==> src/rtl/rr_pkg.sv <==
package rr_pkg;
  // Trace events after qualification, broadcast to every register entry.
  typedef struct packed {
    logic abort;      // restore committed pointers
    logic commit;     // capture pending base into committed pointer
    logic issue;      // flip select bit, start next trace
    logic flip_back;  // an issued trace is outstanding at abort time
  } rr_evt_t;
endpackage

==> src/rtl/rr_ctrl.sv <==
module rr_ctrl
  import rr_pkg::*;
#(
  parameter int NUM_AREGS = 16,
  localparam int AW = $clog2(NUM_AREGS)
) (
  input  logic                 clk,
  input  logic                 rst,
  input  logic                 replay_mode,
  input  logic                 wr_valid,
  input  logic [AW-1:0]        wr_areg,
  input  logic [NUM_AREGS-1:0] full_vec,
  input  logic                 issue_pulse,
  input  logic                 commit_pulse,
  input  logic                 abort_pulse,
  output rr_evt_t              evt,
  output logic                 wr_ok,
  output logic                 illegal,
  output logic                 outstanding
);
  always_comb begin
    illegal        = replay_mode & wr_valid & full_vec[wr_areg];
    wr_ok          = replay_mode & wr_valid & ~full_vec[wr_areg];
    evt.abort      = replay_mode & (abort_pulse | illegal);
    evt.commit     = replay_mode & ~evt.abort & commit_pulse & outstanding;
    evt.issue      = replay_mode & ~evt.abort & issue_pulse &
                     (~outstanding | evt.commit);
    evt.flip_back  = outstanding;
  end

  always_ff @(posedge clk) begin
    if (rst)             outstanding <= 1'b0;
    else if (evt.abort)  outstanding <= 1'b0;
    else if (evt.issue)  outstanding <= 1'b1;
    else if (evt.commit) outstanding <= 1'b0;
  end
endmodule

==> src/rtl/rr_entry.sv <==
module rr_entry
  import rr_pkg::*;
#(
  parameter int POOL = 4,
  localparam int PW = $clog2(POOL)
) (
  input  logic          clk,
  input  logic          rst,
  input  logic          wr_hit,
  input  rr_evt_t       evt,
  output logic [PW-1:0] base_o,
  output logic [PW-1:0] local_o,
  output logic          full_o
);
  logic [PW-1:0] fld0, fld1, cptr, pend, vcnt, local_n;
  logic          sel;

  // sel chooses which field is the base; the other is the local pointer.
  always_comb begin
    base_o  = sel ? fld1 : fld0;
    local_o = sel ? fld0 : fld1;
    local_n = local_o + PW'(wr_hit);   // POOL is a power of two: wraps
    full_o  = (vcnt == PW'(POOL - 1));
  end

  always_ff @(posedge clk) begin
    if (rst) begin
      fld0 <= '0; fld1 <= '0; cptr <= '0; pend <= '0; vcnt <= '0;
      sel  <= 1'b0;
    end else if (evt.abort) begin
      if (evt.flip_back) sel <= ~sel;
      fld0 <= cptr;
      fld1 <= cptr;
      vcnt <= '0;
    end else begin
      if (evt.commit) cptr <= pend;
      if (evt.issue) begin
        sel  <= ~sel;
        fld0 <= local_n;
        fld1 <= local_n;
        pend <= local_n;
        vcnt <= '0;
      end else if (wr_hit) begin
        if (sel) fld0 <= local_n;
        else     fld1 <= local_n;
        vcnt <= vcnt + PW'(1);
      end
    end
  end
endmodule

==> src/rtl/rot_rename.sv <==
module rot_rename
  import rr_pkg::*;
#(
  parameter int NUM_AREGS = 16,
  parameter int POOL      = 4,
  localparam int AW  = $clog2(NUM_AREGS),
  localparam int PW  = $clog2(POOL),
  localparam int PRW = AW + PW
) (
  input  logic           clk,
  input  logic           rst,
  input  logic           replay_mode,
  input  logic           rd_valid,
  input  logic [AW-1:0]  rd_areg,
  input  logic [PW-1:0]  rd_suffix,
  input  logic           wr_valid,
  input  logic [AW-1:0]  wr_areg,
  input  logic           issue_pulse,
  input  logic           commit_pulse,
  input  logic           abort_pulse,
  output logic           rd_pvalid,
  output logic [PRW-1:0] rd_preg,
  output logic           wr_pvalid,
  output logic [PRW-1:0] wr_preg,
  output logic           sched_err
);
  rr_evt_t              evt;
  logic                 wr_ok, illegal, outstanding;
  logic [NUM_AREGS-1:0] full_vec;
  logic [PW-1:0]        base_arr  [NUM_AREGS];
  logic [PW-1:0]        local_arr [NUM_AREGS];
  logic [PW-1:0]        rd_slot, wr_slot;

  rr_ctrl #(.NUM_AREGS(NUM_AREGS)) u_ctrl (
    .clk(clk), .rst(rst), .replay_mode(replay_mode),
    .wr_valid(wr_valid), .wr_areg(wr_areg), .full_vec(full_vec),
    .issue_pulse(issue_pulse), .commit_pulse(commit_pulse),
    .abort_pulse(abort_pulse), .evt(evt), .wr_ok(wr_ok),
    .illegal(illegal), .outstanding(outstanding)
  );

  for (genvar g = 0; g < NUM_AREGS; g++) begin : g_ent
    rr_entry #(.POOL(POOL)) u_ent (
      .clk(clk), .rst(rst),
      .wr_hit(wr_ok && (wr_areg == AW'(g))),
      .evt(evt),
      .base_o(base_arr[g]), .local_o(local_arr[g]), .full_o(full_vec[g])
    );
  end

  always_comb begin
    rd_slot = base_arr[rd_areg] + rd_suffix;
    wr_slot = local_arr[wr_areg] + PW'(1);
  end

  always_ff @(posedge clk) begin
    if (rst) begin
      rd_pvalid <= 1'b0; wr_pvalid <= 1'b0; sched_err <= 1'b0;
      rd_preg   <= '0;   wr_preg   <= '0;
    end else begin
      rd_pvalid <= rd_valid;
      rd_preg   <= {rd_areg, rd_slot};
      wr_pvalid <= wr_ok;
      wr_preg   <= {wr_areg, wr_slot};
      sched_err <= illegal;
    end
  end
endmodule

==> config.mk <==
export PLATFORM = sky130hd
export DESIGN_NAME = rot_rename
export DESIGN_NICKNAME = d
export VERILOG_FILES = /design/src/rtl/rr_pkg.sv /design/src/rtl/rr_ctrl.sv /design/src/rtl/rr_entry.sv /design/src/rtl/rot_rename.sv
export SDC_FILE = /design/constraint.sdc
export NUM_CORES = 1
export LEC_CHECK = 0
export BUFFER_PORTS_ARGS = -buffer_cell sky130_fd_sc_hd__buf_2
export CAP_MARGIN = 0
export CORE_MARGIN = 10
export CORE_UTILIZATION = 49
export CTS_CLUSTER_DIAMETER = 30
export DETAILED_ROUTE_END_ITERATION = 6
export MAX_ROUTING_LAYER = met4
export PLACE_DENSITY = 0.64
export SYNTH_ARGS = -nofsm -noshare
export SYNTH_HDL_FRONTEND = slang
export SYNTH_HIERARCHICAL = 1
export SYNTH_SLANG_ARGS = --single-unit
==> constraint.sdc <==
create_clock -name clk -period 8.8 [get_ports clk]
set_input_delay 0 -clock clk [delete_from_list [all_inputs] [get_ports clk]]
set_output_delay 0 -clock clk [all_outputs]
set_load 0.03 [all_outputs]
==> results.sh <==
export IMPL_synth_fp_nets=1127
export IMPL_post_route_min_period_ps=3780
export IMPL_cp_required_ps=9080
export IMPL_syn_inst=1076
export IMPL_skew_ps=15.0
export IMPL_ys_flop_type="dfxtp_1"
export IMPL_yosys_warnings=6
export IMPL_fp_dieH_um=169
export IMPL_cts_buffers=17
export IMPL_clk_path_buf_depth=2
export IMPL_cts_resized=0
export IMPL_yosysSeqAreaShare_pct=35.5
export IMPL_clk_latency_ps=440
export IMPL_grt_pass1_wl_um=39400
export IMPL_hold_path_depth=2
export IMPL_synth_async_reset_ratio_pct=0
export IMPL_syn_area_per_cell_um2=10.1
export IMPL_hpwl_um=16800
export IMPL_num_rows=54
export IMPL_hold_viol_final=0
export IMPL_grt_pass1_vias=7342
export IMPL_cts_tree="built"
export IMPL_firstDrtPassIters=5
export IMPL_drc=0
export IMPL_cp_arrival_ps=4050
export IMPL_syn_area_mm2=0.0108
export IMPL_worst_hold_path_type="in -> reg"
export IMPL_place_inst=1338
export IMPL_grt_overflow=0
export IMPL_leakage_nw=5.21
export IMPL_maxSlewHeadroom_pct=30.7
export IMPL_ios=33
export IMPL_reg2reg_to="g_ent[0].u_ent/fld1[0]"
export IMPL_finalCritPeriodShare_pct=42.9
export IMPL_grtUsageTotal_pct=17.5
export IMPL_cp_startpoint="g_ent[9].u_ent/vcnt[0]"
export IMPL_synth_seq_cells=192
export IMPL_port_buffers=32
export IMPL_synth_edf_count=0
export IMPL_status="finished, final reports clean"
export IMPL_die_area_mm2=0.0285
export IMPL_finalNonFillerCells=1381
export IMPL_core_mm2=0.0218
export IMPL_power_density_mw_per_mm2=178
export IMPL_h_tree_depth=4
export IMPL_fin_hold_ws_ps=27.8
export IMPL_start_util_pct=49.7
export IMPL_vias=7831
export IMPL_nNetsFinal=1137
export IMPL_end_kind="register"
export IMPL_tns_ps=0
export IMPL_tightest_slew_ps=1040
export IMPL_die_w_um=169
export IMPL_cp_max_fo=6
export IMPL_ant_nets=0
export IMPL_reg2reg_from="g_ent[9].u_ent/vcnt[0]"
export IMPL_wl_um=24500
export IMPL_rsz0062_at_grt="false"
export IMPL_grt_max_degree=110
export IMPL_start_kind="register"
export IMPL_setup_viol=0
export IMPL_avgRoutedWirePerCell_um=17.7
export IMPL_ir_worst_vdd_mv=0.122
export IMPL_drive_gt1_share_pct=18.3
export IMPL_synth_cell_types=47
export IMPL_vias_per_cell=5.67
export IMPL_crit_type="reg -> reg"
export IMPL_slew_violations=0
export IMPL_synth_top_area_cell="dfxtp_1"
export IMPL_grt_antenna_before_repair=2
export IMPL_clk_pin_slew_ps=70
export IMPL_synth_top_area_share_pct=35.5
export IMPL_cts_root_buffer="clkbuf_16"
export IMPL_max_cap_violations=0
export IMPL_drt_iter0_markers=524
export IMPL_syn2layout_area_growth_pct=8.68
export IMPL_r2r_slack_ps=5020
export IMPL_place_congestion=0.845
export IMPL_synthTopCellsByArea="dfxtp_1, mux2i_1, mux2_2, nor2_1, ha_1"
export IMPL_worstSetupEndpoint="g_ent[0].u_ent/fld1[0]"
export IMPL_reg2regPathDepth=11
export IMPL_clkSinkCount=192
export IMPL_timing_fmax_mhz=265
[per-layer routing]
metal / track usage (%) / part of all wire, % / up-vias / wire length, um
li1: - / - / 3903 / -
met1: 23.4 / 49 / 3730 / 12000
met2: 25.6 / 44 / 167 / 10900
met3: 4.15 / 4.7 / 31 / 1160
met4: 5.41 / 2.1 / 0 / 515
met5: - / 0 / - / 0
[placed cells by master, fill, tap and decap left out, drive strengths merged, types with 33 or more instances in the layout]
| cell type | synthesis | layout |
|---|---|---|
| buf | 38 | 40 |
| nor2 | 144 | 144 |
| mux2i | 138 | 138 |
| nand2 | 39 | 39 |
| dfxtp | 192 | 192 |
| a311oi | 33 | 33 |
| inv | 33 | 39 |
| mux2 | 64 | 64 |
| nand2b | 34 | 34 |
| nor4 | 48 | 48 |
| ha | 33 | 33 |
| xor2 | 35 | 35 |
| nor2b | 47 | 47 |
[worst min path at each step]
stage	startpoint	slack [ps]	end
floorplan	rst	70	sched_err
global placement	rd_valid	220	rd_pvalid
detailed placement	rd_valid	220	rd_pvalid
CTS	wr_areg[0]	20	wr_preg[2]
global route	wr_areg[0]	40	wr_preg[2]
finish	wr_areg[0]	30	wr_preg[2]
[kinds of logic after synthesis]
| group | synth area share (%) |
|---|---|
| multiplexers | 25.6 |
| AO/OA/AOI/OAI | 7.55 |
| adder cells (fa/ha/maj) | 3.81 |
| AND/OR/NAND/NOR | 18.8 |
| XOR/XNOR | 4.12 |
| flip-flops | 35.5 |
| buffers and inverters | 4.65 |
[per-stage QoR]
stage                     setup slack [ps]  area [um2]  total power, mW  util [%]
after floorplan                       2360       10800             1.21         -
after global routing                  4780       11800             2.17      54.0
after detailed placement              5080       11100             1.27      50.7
after global placement                5130       11100             1.27      50.7
final                                 5020       11800             2.09      54.0
after CTS                             5070       11800             2.11      54.0
[cell usage after synthesis, drive strengths merged, types with 20 or more instances]
| master | number |
|---|---|
| a311oi | 33 |
| buf | 38 |
| clkbuf | 20 |
| dfxtp | 192 |
| ha | 33 |
| inv | 33 |
| mux2 | 64 |
| mux2i | 138 |
| mux4 | 20 |
| nand2 | 39 |
| nand2b | 34 |
| nor2 | 144 |
| nor2b | 47 |
| nor3 | 21 |
| nor4 | 48 |
| xor2 | 35 |
[repair_timing]
| item | 4_1_cts | 5_1_grt |
|---|---|---|
| hold buffers | 9 | 0 |
| hold endpoints to repair | 8 | 0 |
| buffers inserted | 0 | 0 |
[power breakdown]
| group | internal [mW] | switching (mW) |
|---|---|---|
| logic | 0.142 | 0.165 |
| clock network | 0.482 | 0.357 |
| registers | 0.904 | 0.0430 |
| total | 1.53 | 0.565 |
[cell type report]
class	instances	area [um2]
Timing Repair Buffer	49	317
Antenna cell	2	5.00
Inverter	33	124
Clock buffer	18	429
Tap cell	280	350
Sequential cell	192	3840
Multi-Input combinational cell	793	6510
Fill cell	1938	10000
Clock inverter	14	201
[sequential cells by signal, indices dropped and copies added (netlist names)]
| name | cells |
|---|---|
| sched_err | 1 |
| g_ent.u_ent/cptr | 32 |
| g_ent.u_ent/fld1 | 32 |
| u_ctrl/outstanding | 1 |
| g_ent.u_ent/vcnt | 32 |
| g_ent.u_ent/sel | 16 |
| rd_preg | 6 |
| g_ent.u_ent/pend | 32 |
| rd_pvalid | 1 |
| wr_pvalid | 1 |
| wr_preg | 6 |
| g_ent.u_ent/fld0 | 32 |
[critical path, stage by stage (launching register included)]
cell,delay [ps]
dfxtp_1,330
ha_1,200
mux4_1,550
mux2i_1,200
mux2i_1,90
nor2_1,320
or3b_2,530
nor3_1,580
ha_1,360
mux2_2,280
a21oi_1,120
nor3_1,60
(Power assumes the default switching activity.)
